==> config.mk <==
export PLATFORM = sky130hd
export DESIGN_NAME = uhc_regs
export DESIGN_NICKNAME = d
export VERILOG_FILES = /design/src/rtl/uhc_pkg.sv /design/src/rtl/uhc_cmd_ctl.sv /design/src/rtl/uhc_frame_ctr.sv /design/src/rtl/uhc_int_ctl.sv /design/src/rtl/uhc_regs.sv
export SDC_FILE = /design/constraint.sdc
export NUM_CORES = 1
export LEC_CHECK = 0
export ABC_CLOCK_PERIOD_IN_PS = 1500
export BUFFER_PORTS_ARGS = -buffer_cell sky130_fd_sc_hd__buf_4
export CAP_MARGIN = 15
export CORE_MARGIN = 2
export CORE_UTILIZATION = 43
export CTS_BUF_LIST = sky130_fd_sc_hd__clkbuf_8
export DETAILED_ROUTE_END_ITERATION = 12
export PLACE_DENSITY = 0.8
export SLEW_MARGIN = 20
export SYNTH_ARGS = -nofsm -noshare
export SYNTH_HDL_FRONTEND = slang
export SYNTH_SLANG_ARGS = --single-unit
==> constraint.sdc <==
create_clock -name clk -period 1.5 [get_ports clk]
set_input_delay 0.15 -clock clk [delete_from_list [all_inputs] [get_ports clk]]
set_output_delay 0.15 -clock clk [all_outputs]
set_load 0.01 [all_outputs]
==> src/rtl/uhc_pkg.sv <==
package uhc_pkg;
  localparam int REG_W  = 16;
  localparam int CMD_W  = 5;
  localparam int STS_W  = 5;
  localparam int IEN_W  = 4;

  typedef enum logic [1:0] {
    RA_CMD  = 2'd0,
    RA_STS  = 2'd1,
    RA_IEN  = 2'd2,
    RA_FNUM = 2'd3
  } reg_idx_e;

  // command bits
  localparam int C_RUN  = 0;
  localparam int C_HCR  = 1;
  localparam int C_GRST = 2;
  localparam int C_SUSP = 3;
  localparam int C_FRES = 4;

  // status bits (halted lives at bit 5, owned by the command logic)
  localparam int S_INT  = 0;
  localparam int S_ERR  = 1;
  localparam int S_RES  = 2;
  localparam int S_SYS  = 3;
  localparam int S_PROC = 4;

  // enable bits
  localparam int E_ERR  = 0;
  localparam int E_RES  = 1;
  localparam int E_IOC  = 2;
  localparam int E_SPK  = 3;
endpackage

==> src/rtl/uhc_cmd_ctl.sv <==
module uhc_cmd_ctl
  import uhc_pkg::*;
(
  input  logic             clk,
  input  logic             rst_n,
  input  logic             clr,
  input  logic             cmd_we,
  input  logic [CMD_W-1:0] cmd_wdata,
  input  logic             frame_tick,
  input  logic             resume_req,
  output logic [CMD_W-1:0] cmd_q,
  output logic             halted,
  output logic             bus_rst,
  output logic             resume_hit
);
  localparam logic [CMD_W-1:0] STORE_MASK = ~(CMD_W'(1) << C_HCR);

  assign resume_hit = resume_req && cmd_q[C_SUSP];

  always_ff @(posedge clk or negedge rst_n) begin
    if (!rst_n) begin
      cmd_q   <= '0;
      halted  <= 1'b1;
      bus_rst <= 1'b0;
    end else begin
      bus_rst <= cmd_we && cmd_wdata[C_GRST];
      if (clr) begin
        cmd_q  <= '0;
        halted <= 1'b1;
      end else if (cmd_we) begin
        cmd_q <= cmd_wdata & STORE_MASK;
        if (cmd_wdata[C_RUN] && !cmd_q[C_RUN])
          halted <= 1'b0;
        else if (!cmd_wdata[C_RUN])
          halted <= 1'b1;
      end else begin
        if (resume_hit)
          cmd_q[C_FRES] <= 1'b1;
        if (frame_tick && !cmd_q[C_RUN])
          halted <= 1'b1;
      end
    end
  end


  run_start_chk: assert property (@(posedge clk) disable iff (!rst_n)
    (cmd_we && !clr && cmd_wdata[C_RUN] && !cmd_q[C_RUN]) |=> !halted);

  run_stop_chk: assert property (@(posedge clk) disable iff (!rst_n)
    (cmd_we && !clr && !cmd_wdata[C_RUN]) |=> halted);

  tick_idle_chk: assert property (@(posedge clk) disable iff (!rst_n)
    (frame_tick && !cmd_we && !cmd_q[C_RUN]) |=> halted);

  grst_pulse_chk: assert property (@(posedge clk) disable iff (!rst_n)
    (cmd_we && cmd_wdata[C_GRST]) |=> bus_rst);

  resume_chk: assert property (@(posedge clk) disable iff (!rst_n)
    (resume_req && cmd_q[C_SUSP] && !cmd_we && !clr) |=> cmd_q[C_FRES]);
endmodule

==> src/rtl/uhc_frame_ctr.sv <==
module uhc_frame_ctr #(
  parameter int FN_W     = 11,
  parameter int IDX_W    = 10,
  parameter int AW       = 32,
  parameter int BASE_LSB = 12,
  parameter int SLOT_SH  = 2
) (
  input  logic            clk,
  input  logic            rst_n,
  input  logic            clr,
  input  logic            step,
  input  logic            fn_we,
  input  logic [FN_W-1:0] fn_wdata,
  input  logic            base_we,
  input  logic [AW-1:0]   base_wdata,
  output logic [FN_W-1:0] fnum,
  output logic [AW-1:0]   base_q,
  output logic [AW-1:0]   entry_addr
);
  localparam int HI_W = AW - BASE_LSB;

  logic [HI_W-1:0] base_hi;

  assign base_q     = {base_hi, {BASE_LSB{1'b0}}};
  assign entry_addr = base_q + AW'({fnum[IDX_W-1:0], {SLOT_SH{1'b0}}});

  always_ff @(posedge clk or negedge rst_n) begin
    if (!rst_n) begin
      fnum    <= '0;
      base_hi <= '0;
    end else if (clr) begin
      fnum    <= '0;
      base_hi <= '0;
    end else begin
      if (step)
        fnum <= fnum + 1'b1;
      else if (fn_we)
        fnum <= fn_wdata;
      if (base_we)
        base_hi <= base_wdata[AW-1:BASE_LSB];
    end
  end


  fn_step_chk: assert property (@(posedge clk) disable iff (!rst_n)
    (step && !clr) |=> fnum == ($past(fnum) + 1'b1));

  fn_hold_chk: assert property (@(posedge clk) disable iff (!rst_n)
    (!step && !fn_we && !clr) |=> $stable(fnum));

  base_keep_chk: assert property (@(posedge clk) disable iff (!rst_n)
    (!base_we && !clr) |=> $stable(base_q));
endmodule

==> src/rtl/uhc_int_ctl.sv <==
module uhc_int_ctl
  import uhc_pkg::*;
(
  input  logic             clk,
  input  logic             rst_n,
  input  logic             clr,
  input  logic             step,
  input  logic             ev_ioc,
  input  logic             ev_short,
  input  logic             ev_err,
  input  logic             ev_sys,
  input  logic             ev_proc,
  input  logic             ev_resume,
  input  logic             sts_we,
  input  logic [STS_W-1:0] sts_wdata,
  input  logic             ien_we,
  input  logic [IEN_W-1:0] ien_wdata,
  output logic [STS_W-1:0] sts_q,
  output logic [IEN_W-1:0] ien_q,
  output logic             irq
);
  logic [1:0]       pending, cause, cause_nx, pend_nx;
  logic [STS_W-1:0] sts_nx;
  logic             release_now;

  assign release_now = step && (|pending);

  always_comb begin
    pend_nx = step ? {ev_short, ev_ioc} : (pending | {ev_short, ev_ioc});

    cause_nx = cause;
    if (sts_we && sts_wdata[S_INT]) cause_nx = '0;
    if (release_now) cause_nx = cause_nx | pending;

    sts_nx = sts_q;
    if (sts_we) sts_nx = sts_nx & ~sts_wdata;
    if (release_now) sts_nx[S_INT]  = 1'b1;
    if (ev_err)      sts_nx[S_ERR]  = 1'b1;
    if (ev_resume)   sts_nx[S_RES]  = 1'b1;
    if (ev_sys)      sts_nx[S_SYS]  = 1'b1;
    if (ev_proc)     sts_nx[S_PROC] = 1'b1;
  end

  always_ff @(posedge clk or negedge rst_n) begin
    if (!rst_n) begin
      pending <= '0;
      cause   <= '0;
      sts_q   <= '0;
      ien_q   <= '0;
    end else if (clr) begin
      pending <= '0;
      cause   <= '0;
      sts_q   <= '0;
      ien_q   <= '0;
    end else begin
      pending <= pend_nx;
      cause   <= cause_nx;
      sts_q   <= sts_nx;
      if (ien_we) ien_q <= ien_wdata;
    end
  end

  assign irq = (cause[0] && ien_q[E_IOC]) ||
               (cause[1] && ien_q[E_SPK]) ||
               (sts_q[S_ERR] && ien_q[E_ERR]) ||
               (sts_q[S_RES] && ien_q[E_RES]) ||
               sts_q[S_SYS] || sts_q[S_PROC];


  release_chk: assert property (@(posedge clk) disable iff (!rst_n)
    (step && (|pending) && !clr) |=> sts_q[S_INT]);

  no_early_chk: assert property (@(posedge clk) disable iff (!rst_n)
    $rose(sts_q[S_INT]) |-> $past(step));

  unmasked_chk: assert property (@(posedge clk) disable iff (!rst_n)
    ((ev_sys || ev_proc) && !clr) |=> irq);

  cause_clr_chk: assert property (@(posedge clk) disable iff (!rst_n)
    (sts_we && sts_wdata[S_INT] && !step && !clr) |=> cause == 2'b00);
endmodule

==> src/rtl/uhc_regs.sv <==
module uhc_regs
  import uhc_pkg::*;
#(
  parameter int FN_W     = 11,
  parameter int IDX_W    = 10,
  parameter int AW       = 32,
  parameter int BASE_LSB = 12
) (
  input  logic             clk,
  input  logic             rst_n,
  input  logic             reg_wr_en,
  input  logic [1:0]       reg_wr_addr,
  input  logic [REG_W-1:0] reg_wr_data,
  input  logic [1:0]       reg_rd_addr,
  output logic [REG_W-1:0] reg_rd_data,
  input  logic             base_wr_en,
  input  logic [AW-1:0]    base_wr_data,
  output logic [AW-1:0]    base_rd_data,
  input  logic             frame_tick,
  input  logic             td_ioc,
  input  logic             td_short,
  input  logic             td_err,
  input  logic             sys_err,
  input  logic             proc_err,
  input  logic             resume_req,
  output logic             irq,
  output logic [AW-1:0]    list_entry_addr,
  output logic             halted,
  output logic             bus_reset
);
  logic             cmd_we, sts_we, ien_we, fn_we, hc_clr, step, resume_hit;
  logic [CMD_W-1:0] cmd_q;
  logic [STS_W-1:0] sts_q;
  logic [IEN_W-1:0] ien_q;
  logic [FN_W-1:0]  fnum;
  logic             unused_wdata;

  assign unused_wdata = &{1'b0, reg_wr_data[REG_W-1:FN_W]};

  assign cmd_we = reg_wr_en && (reg_wr_addr == RA_CMD);
  assign sts_we = reg_wr_en && (reg_wr_addr == RA_STS);
  assign ien_we = reg_wr_en && (reg_wr_addr == RA_IEN);
  assign fn_we  = reg_wr_en && (reg_wr_addr == RA_FNUM) && halted;
  assign hc_clr = cmd_we && reg_wr_data[C_HCR];
  assign step   = frame_tick && cmd_q[C_RUN];

  uhc_cmd_ctl u_cmd (
    .clk        (clk),
    .rst_n      (rst_n),
    .clr        (hc_clr),
    .cmd_we     (cmd_we),
    .cmd_wdata  (reg_wr_data[CMD_W-1:0]),
    .frame_tick (frame_tick),
    .resume_req (resume_req),
    .cmd_q      (cmd_q),
    .halted     (halted),
    .bus_rst    (bus_reset),
    .resume_hit (resume_hit)
  );

  uhc_frame_ctr #(
    .FN_W     (FN_W),
    .IDX_W    (IDX_W),
    .AW       (AW),
    .BASE_LSB (BASE_LSB),
    .SLOT_SH  (2)
  ) u_frame (
    .clk        (clk),
    .rst_n      (rst_n),
    .clr        (hc_clr),
    .step       (step),
    .fn_we      (fn_we),
    .fn_wdata   (reg_wr_data[FN_W-1:0]),
    .base_we    (base_wr_en),
    .base_wdata (base_wr_data),
    .fnum       (fnum),
    .base_q     (base_rd_data),
    .entry_addr (list_entry_addr)
  );

  uhc_int_ctl u_int (
    .clk       (clk),
    .rst_n     (rst_n),
    .clr       (hc_clr),
    .step      (step),
    .ev_ioc    (td_ioc),
    .ev_short  (td_short),
    .ev_err    (td_err),
    .ev_sys    (sys_err),
    .ev_proc   (proc_err),
    .ev_resume (resume_hit),
    .sts_we    (sts_we),
    .sts_wdata (reg_wr_data[STS_W-1:0]),
    .ien_we    (ien_we),
    .ien_wdata (reg_wr_data[IEN_W-1:0]),
    .sts_q     (sts_q),
    .ien_q     (ien_q),
    .irq       (irq)
  );

  always_comb begin
    case (reg_rd_addr)
      RA_CMD:  reg_rd_data = REG_W'(cmd_q);
      RA_STS:  reg_rd_data = REG_W'({halted, sts_q});
      RA_IEN:  reg_rd_data = REG_W'(ien_q);
      default: reg_rd_data = REG_W'(fnum);
    endcase
  end


  fn_locked_chk: assert property (@(posedge clk) disable iff (!rst_n)
    (reg_wr_en && reg_wr_addr == RA_FNUM && !halted && !frame_tick) |=> $stable(fnum));

  hc_reset_chk: assert property (@(posedge clk) disable iff (!rst_n)
    hc_clr |=> (halted && !irq && cmd_q == '0 && base_rd_data == '0));
endmodule

==> results.py, run 1 <==
metrics = {
    "clock_network": {
        "cts_buffers": 5,
        "cts_sinks": 50,
        "cts_tree": "built",
        "clkTransAtPathRegs_ns": 0.09,
        "worst_skew_pair.late_latency_ns": 0.30,
        "cts_buffer_depth": 2,
        "root_buffer": "clkbuf_8",
        "htree_levels": 2,
    },
    "timing": {
        "fin_skew_ns": 0.00534,
        "slew_viol_final": 0,
        "holdWs_ns": 0.0578,
        "layout_min_cycle_time_ns": 1.59,
        "tightest_slew_ns": 0.616,
        "fmax_ghz": 0.627,
        "setup_viol": 2,
        "finalCritPeriodShare": 1.06,
        "finalWorstSetupSlack_ns": -0.0940,
        "grt_setup_unrepaired": "true",
        "hold_viol": 0,
        "relSlewSlack": 0.590,
        "timing.setup.tns_ns": -0.0955,
    },
    "floorplan": {
        "fp.dieH_microns": 86.2,
        "row_count": 29,
        "io_pins": 146,
        "die_w_microns": 86.2,
        "die_area_sq_um": 7420,
        "initial_core_util": 0.452,
        "core_sq_um": 6420,
    },
    "global_routing": {
        "grt_max_degree": 51,
        "track_usage": 0.189,
        "grt-ovfl-total": 0,
        "antenna_found_initial": 0,
        "grt_pass1_vias": 2253,
        "grt_pass1_wl_microns": 11000,
    },
    "routing": {
        "dr_total_vias": 2407,
        "viasPerCell": 5.24,
        "totalWireLength_microns": 7110,
        "dr.pass1.iters": 4,
        "postRouteAntennaNets": 0,
        "drc": 0,
        "wl_per_cell_microns": 15.5,
        "drtIter0Drc": 218,
    },
    "critical_path": {
        "cp_max_fo": 2,
        "cpMostUsedCell": "buf_6",
        "r2r_end": "u_frame.fnum[10]$_DFFE_PN0P_",
        "start_kind": "flip-flop",
        "crit_path_end_kind": "output port",
        "max_stage_delay_ns": 0.48,
        "crit_type": "reg -> out",
        "r2r_start": "u_cmd.cmd_q[0]$_DFFE_PN0P_",
        "reg2reg_setup_slack_ns": 0.11,
        "crit_path_cell_trace": "buf_6 > mux4_2 > buf_6",
        "crit_buf_inv": 2,
        "crit_arrival_ns": 1.44,
        "path_delay_family": "multiplexers",
        "slowest_stage": "mux4_2",
        "r2r_cells": 4,
        "cp.required_ns": 1.35,
    },
    "synth": {
        "netlist_area_sq_um": 2900,
        "ys.flop_type": "dfrtp_1",
        "ys_top_cells_by_area": "dfrtp_1 (42%), buf_4 (13%), mux2i_1 (7.6%), nor2_1 (4.5%), o21ai_0 (2.4%)",
        "synth_edf_count": 0,
        "async_flop_share": 1.00,
        "syn_inst": 296,
        "synthTopCellsByCount": "buf_4 (52), dfrtp_1 (49), nor2_1 (35)",
        "yosys.area.top_type": "dfrtp_1",
        "yosys_warnings": 0,
        "syn_area_per_cell_sq_um": 9.81,
        "ys_types": 46,
        "yosysSeqAreaShare": 0.431,
        "yosysMostFrequentCell": "buf_4",
        "ys_seq_elements": 50,
        "netlist.area_leader.share": 0.422,
    },
    "status": {
        "violations": "setup timing",
        "outcome": "complete, but fails checks",
    },
    "layout": {
        "syn_to_final_growth_pct": 28.1,
        "drive_gt1_frac": 0.393,
        "antenna_cells": 0,
        "final_cell_area_sq_um": 3720,
        "fin_nets": 445,
        "instances_no_fill": 459,
    },
    "power": {
        "power.total_mw": 4.07,
        "power_density_nw_per_um2": 1090,
        "p_leak_nw": 1.85,
        "ir_worst_vdd_mv": 0.382,
    },
    "place": {
        "place_hpwl_microns": 5270,
        "place_area_sq_um": 3500,
        "portBuffers": 109,
        "place_congestion": 0.813,
        "dp.cells": 444,
    },
    "worst_hold_path": {
        "min_from": "sys_err",
        "hold_depth": 3,
        "min_to": "u_int.sts_q[3]$_DFFE_PN0P_",
        "worst_hold_path_type": "in -> reg",
    },
    "run": {
        "maxCapViolCount": 0,
    },
}
[stage by stage]
stage | setup WS [ns] | util
finish | -0.0940 | 0.579
global placement | 0.128 | 0.544
floorplan | 0.102 | -
detailed placement | 0.0462 | 0.544
global route | -0.149 | 0.579
CTS | -0.105 | 0.572
[cell usage in the layout, fill, tap and decap left out, types with 2 or more instances in the layout]
cell type,instances
a21oi_1,13
a22o_1,5
a22oi_1,6
and3_1,7
and3b_1,2
buf_4,116
buf_6,6
clkbuf_8,6
conb_1,19
dfrtp_1,46
dfrtp_2,3
inv_1,5
mux2_4,2
mux2i_1,22
mux4_2,3
nand2_1,17
nand2b_1,2
nand3b_1,4
nand4_1,2
nor2_1,35
nor2b_1,3
nor3_1,3
nor4_1,2
o21ai_0,13
o21ai_1,2
o22ai_1,2
o2bb2ai_1,8
[metal layers]
metal  GRT usage  wire length, microns  vias to the layer above
li1            -                     -                     1144
met1       0.252                  3000                     1165
met2       0.317                  3600                       90
met3      0.0337                   415                        8
met4      0.0519                    85                        0
met5           0                     0                        -
[cell type report]
cell class	instances	area (sq um)
Clock inverter	2	16.3
Fill cell	576	2700
Timing Repair Buffer	123	948
Sequential cell	50	1260
Multi-Input combinational cell	196	1300
Clock buffer	6	82.6
Tap cell	77	96.3
Inverter	5	18.8
[registers in the layout, indices dropped and copies added (netlist names)]
| register | flops |
|---|---|
| u_cmd.bus_rst | 1 |
| u_cmd.cmd_q | 4 |
| u_cmd.halted | 1 |
| u_frame.base_hi | 20 |
| u_frame.fnum | 11 |
| u_int.cause | 2 |
| u_int.ien_q | 4 |
| u_int.pending | 2 |
| u_int.sts_q | 5 |
[worst min-delay path, cell delays in order]
cell and delay [ns]:
buf_4 0.08, a21oi_1 0.03, nor2_1 0.07
[repair_timing]
action                                  in CTS  in global routing
resized for setup                           11                  9
hold buffers                                 1                  0
setup buffers                                5                  1
pin swaps                                    1                  2
endpoints found under the setup margin       5                 11
endpoints found under the hold margin       49                  0
[cells by family after synthesis]
family                   count (synthesis)  share of synthesized area
AO/OA/AOI/OAI                           59                      0.135
buffers and inverters                   68                      0.159
other                                    1                    0.00129
AND/OR/NAND/NOR                         90                      0.163
flip-flops                              50                      0.431
multiplexers                            27                      0.107
adder cells (fa/ha/maj)                  1                    0.00431
[worst max-delay path by stage]
stage,start,end,slack [ns],cells after the start
finish,u_frame.fnum[0]$_DFFE_PN0P_,reg_rd_data[0],-0.09,3
floorplan,u_frame.fnum[0]$_DFFE_PN0P_,u_frame.fnum[10]$_DFFE_PN0P_,0.10,5
CTS,u_frame.fnum[0]$_DFFE_PN0P_,reg_rd_data[0],-0.11,3
global route,u_frame.fnum[0]$_DFFE_PN0P_,reg_rd_data[0],-0.15,3
global placement,u_cmd.cmd_q[0]$_DFFE_PN0P_,u_frame.fnum[10]$_DFFE_PN0P_,0.13,4
detailed placement,u_cmd.cmd_q[0]$_DFFE_PN0P_,u_frame.fnum[6]$_DFFE_PN0P_,0.05,4
[power by group]
part	switching [mW]	internal (mW)
clock network	0.450	0.380
logic	0.665	0.768
registers	0.221	1.58
Note: power is estimated with default switching activity, not from simulation.
==> run 2: changes to the inputs <==
--- a/config.mk
+++ b/config.mk
@@ -5,14 +5,14 @@
 export SDC_FILE = /design/constraint.sdc
 export NUM_CORES = 1
 export LEC_CHECK = 0
-export ABC_CLOCK_PERIOD_IN_PS = 1500
+export ABC_CLOCK_PERIOD_IN_PS = 1800
 export BUFFER_PORTS_ARGS = -buffer_cell sky130_fd_sc_hd__buf_4
 export CAP_MARGIN = 15
-export CORE_MARGIN = 2
-export CORE_UTILIZATION = 43
+export CORE_MARGIN = 4
+export CORE_UTILIZATION = 47
 export CTS_BUF_LIST = sky130_fd_sc_hd__clkbuf_8
 export DETAILED_ROUTE_END_ITERATION = 12
-export PLACE_DENSITY = 0.8
+export PLACE_DENSITY = 0.83
 export SLEW_MARGIN = 20
 export SYNTH_ARGS = -nofsm -noshare
 export SYNTH_HDL_FRONTEND = slang
==> constraint.sdc (replaced) <==
create_clock -name clk -period 1.8 [get_ports clk]
set_input_delay 0.18 -clock clk [delete_from_list [all_inputs] [get_ports clk]]
set_output_delay 0.18 -clock clk [all_outputs]
set_load 0.01 [all_outputs]
==> results.py, run 2 (synthesis gave the netlist of run 1 again) <==
metrics = {
    "layout": {
        "regMostFlops": "u_frame.base_hi",
        "final_cell_mix": "buf_4 (112), dfrtp_1 (49), nor2_1 (35)",
        "fin_nets": 435,
        "syn_to_final_growth_pct": 23.3,
        "largest_reg_flops": 20,
        "nFillCells": 493,
        "antenna_cells": 0,
        "drive_gt1_frac": 0.347,
        "layout_commonest_cell": "buf_4",
        "reg_top3": "u_frame.base_hi x20, u_frame.fnum x11, u_int.sts_q x5",
    },
    "floorplan": {
        "row_count": 28,
        "fp.dieH_microns": 86.6,
        "initial_core_util": 0.487,
        "io_pins": 146,
        "die_area_sq_um": 7500,
        "die_w_microns": 86.6,
        "core_sq_um": 5960,
    },
    "timing": {
        "fin_skew_ns": 0.00780,
        "slew_viol_final": 0,
        "hold_viol": 0,
        "finalCritPeriodShare": 0.924,
        "timing.setup.tns_ns": 0,
        "finalWorstSetupSlack_ns": 0.137,
        "grt_setup_unrepaired": "false",
        "setup_viol": 0,
        "relSlewSlack": 0.587,
        "fmax_ghz": 0.601,
        "tightest_slew_ns": 0.619,
        "layout_min_cycle_time_ns": 1.66,
    },
    "power": {
        "internal_power_mw": 2.27,
        "ir_worst_vdd_mv": 0.430,
        "p_sw_frac": 0.315,
        "combPwrFrac": 0.312,
        "p_clk_frac": 0.228,
        "power_frac_seq": 0.460,
        "p_sw_mw": 1.04,
        "power_density_nw_per_um2": 925,
        "p_leak_nw": 1.77,
    },
    "routing": {
        "wl_met3_microns": 555,
        "wl_per_cell_microns": 15.7,
        "viasPerCell": 5.38,
        "postRouteAntennaNets": 0,
        "drtIter0Drc": 113,
        "wl_met1_microns": 2770,
        "dr.pass1.iters": 4,
        "drc": 0,
        "topRoutingLayerUsed": "met4",
        "wl_met2_microns": 3630,
        "dr_total_vias": 2407,
        "totalWireLength_microns": 7020,
    },
    "worst_hold_path": {
        "hold_depth": 3,
        "min_from": "proc_err",
        "worst_hold_path_type": "in -> reg",
        "min_to": "u_int.sts_q[4]$_DFFE_PN0P_",
    },
    "clock_network": {
        "cts_sinks": 50,
        "root_buffer": "clkbuf_8",
        "clkTransAtPathRegs_ns": 0.09,
        "post_cts_buffers": 0,
        "cts_buffers": 5,
        "htree_levels": 2,
        "worst_skew_pair.late_latency_ns": 0.30,
        "cts_buffer_depth": 2,
        "cts_tree": "built",
    },
    "place": {
        "pre_cts_slack_ns": 0.173,
        "portBuffers": 109,
        "place_congestion": 0.866,
        "place_hpwl_microns": 5340,
    },
    "critical_path": {
        "crit_path_end_kind": "output port",
        "r2r_start": "u_frame.fnum[1]$_DFFE_PN0P_",
        "crit_type": "reg -> out",
        "cp.required_ns": 1.62,
        "cp_max_fo": 6,
        "r2r_cells": 5,
        "start_kind": "flip-flop",
        "crit_arrival_ns": 1.48,
        "reg2reg_setup_slack_ns": 0.15,
        "r2r_end": "u_frame.fnum[10]$_DFFE_PN0P_",
    },
    "global_routing": {
        "grt_pass1_vias": 2243,
        "antenna_found_initial": 0,
        "track_usage": 0.180,
        "grt_max_degree": 51,
        "grt-ovfl-total": 0,
        "grt_pass1_wl_microns": 10800,
    },
    "run": {
        "maxCapViolCount": 0,
    },
    "status": {
        "outcome": "complete, no violations",
    },
}
## run 2: cell count changes in the layout (fill, tap and decap cells not counted), sizes merged
cell / delta
buf: -10
bufinv: +1
clkbuf: -1
clkinvlp: -1
inv: +1
## run 2: stage by stage
| stage | power [mW] | instances | utilization | hold WS [ns] | instance area, sq um |
|---|---|---|---|---|---|
| floorplan | 2.21 | 314 | - | -0.116 | 2970 |
| global placement | 2.55 | 438 | 0.582 | 0.239 | 3460 |
| detailed placement | 2.59 | 438 | 0.582 | 0.240 | 3460 |
| CTS | 3.34 | 447 | 0.601 | 0.0880 | 3580 |
| global route | 3.48 | 447 | 0.601 | 0.107 | 3580 |
| finish | 3.31 | 447 | 0.601 | 0.0980 | 3580 |
## run 2: worst max-delay path: stages, from the launching register on
cell     delay (ns)
dfrtp_1        0.39
buf_4          0.16
mux4_2         0.48
buf_4          0.16
## run 2: final cells by class
cell class,instances,area (sq um),area share
Clock inverter,3,37.5,0.0105
Timing Repair Buffer,113,851,0.238
Tap cell,75,93.8,0.0262
Multi-Input combinational cell,196,1260,0.351
Inverter,5,18.8,0.00524
Sequential cell,50,1250,0.350
Clock buffer,5,68.8,0.0192
## run 2: power by group through the flow
stage | Sequential [mW] | Combinational, mW | Clock (mW)
5_1_grt | 1.56 | 1.12 | 0.797
6_report | 1.52 | 1.03 | 0.754
2_1_floorplan | 1.52 | 0.692 | 0
3_5_place_dp | 1.55 | 1.04 | 0
4_1_cts | 1.52 | 1.05 | 0.766
3_3_place_gp | 1.53 | 1.02 | 0
## run 2: worst max-delay path by stage
| stage | slack [ns] | to | startpoint |
|---|---|---|---|
| after global placement | 0.27 | u_frame.fnum[10]$_DFFE_PN0P_ | u_frame.fnum[1]$_DFFE_PN0P_ |
| after floorplan | 0.40 | u_frame.fnum[10]$_DFFE_PN0P_ | u_frame.fnum[0]$_DFFE_PN0P_ |
| after CTS | 0.13 | reg_rd_data[0] | u_frame.fnum[0]$_DFFE_PN0P_ |
| after detailed placement | 0.17 | u_frame.fnum[10]$_DFFE_PN0P_ | u_frame.fnum[1]$_DFFE_PN0P_ |
| after global routing | 0.04 | u_frame.fnum[10]$_DFFE_PN0P_ | u_frame.fnum[1]$_DFFE_PN0P_ |
| final | 0.14 | reg_rd_data[0] | u_frame.fnum[0]$_DFFE_PN0P_ |
## run 2: routing by layer
| metal | GRT usage | vias to the layer above |
|---|---|---|
| li1 | - | 1124 |
| met3 | 0.0323 | 6 |
| met5 | 0 | - |
| met1 | 0.237 | 1183 |
| met2 | 0.307 | 94 |
| met4 | 0.0425 | 0 |
## run 2: what timing repair did
item,4_1_cts,5_1_grt
hold buffers,1,0
hold endpoints to repair,49,0
gates resized for setup,0,0
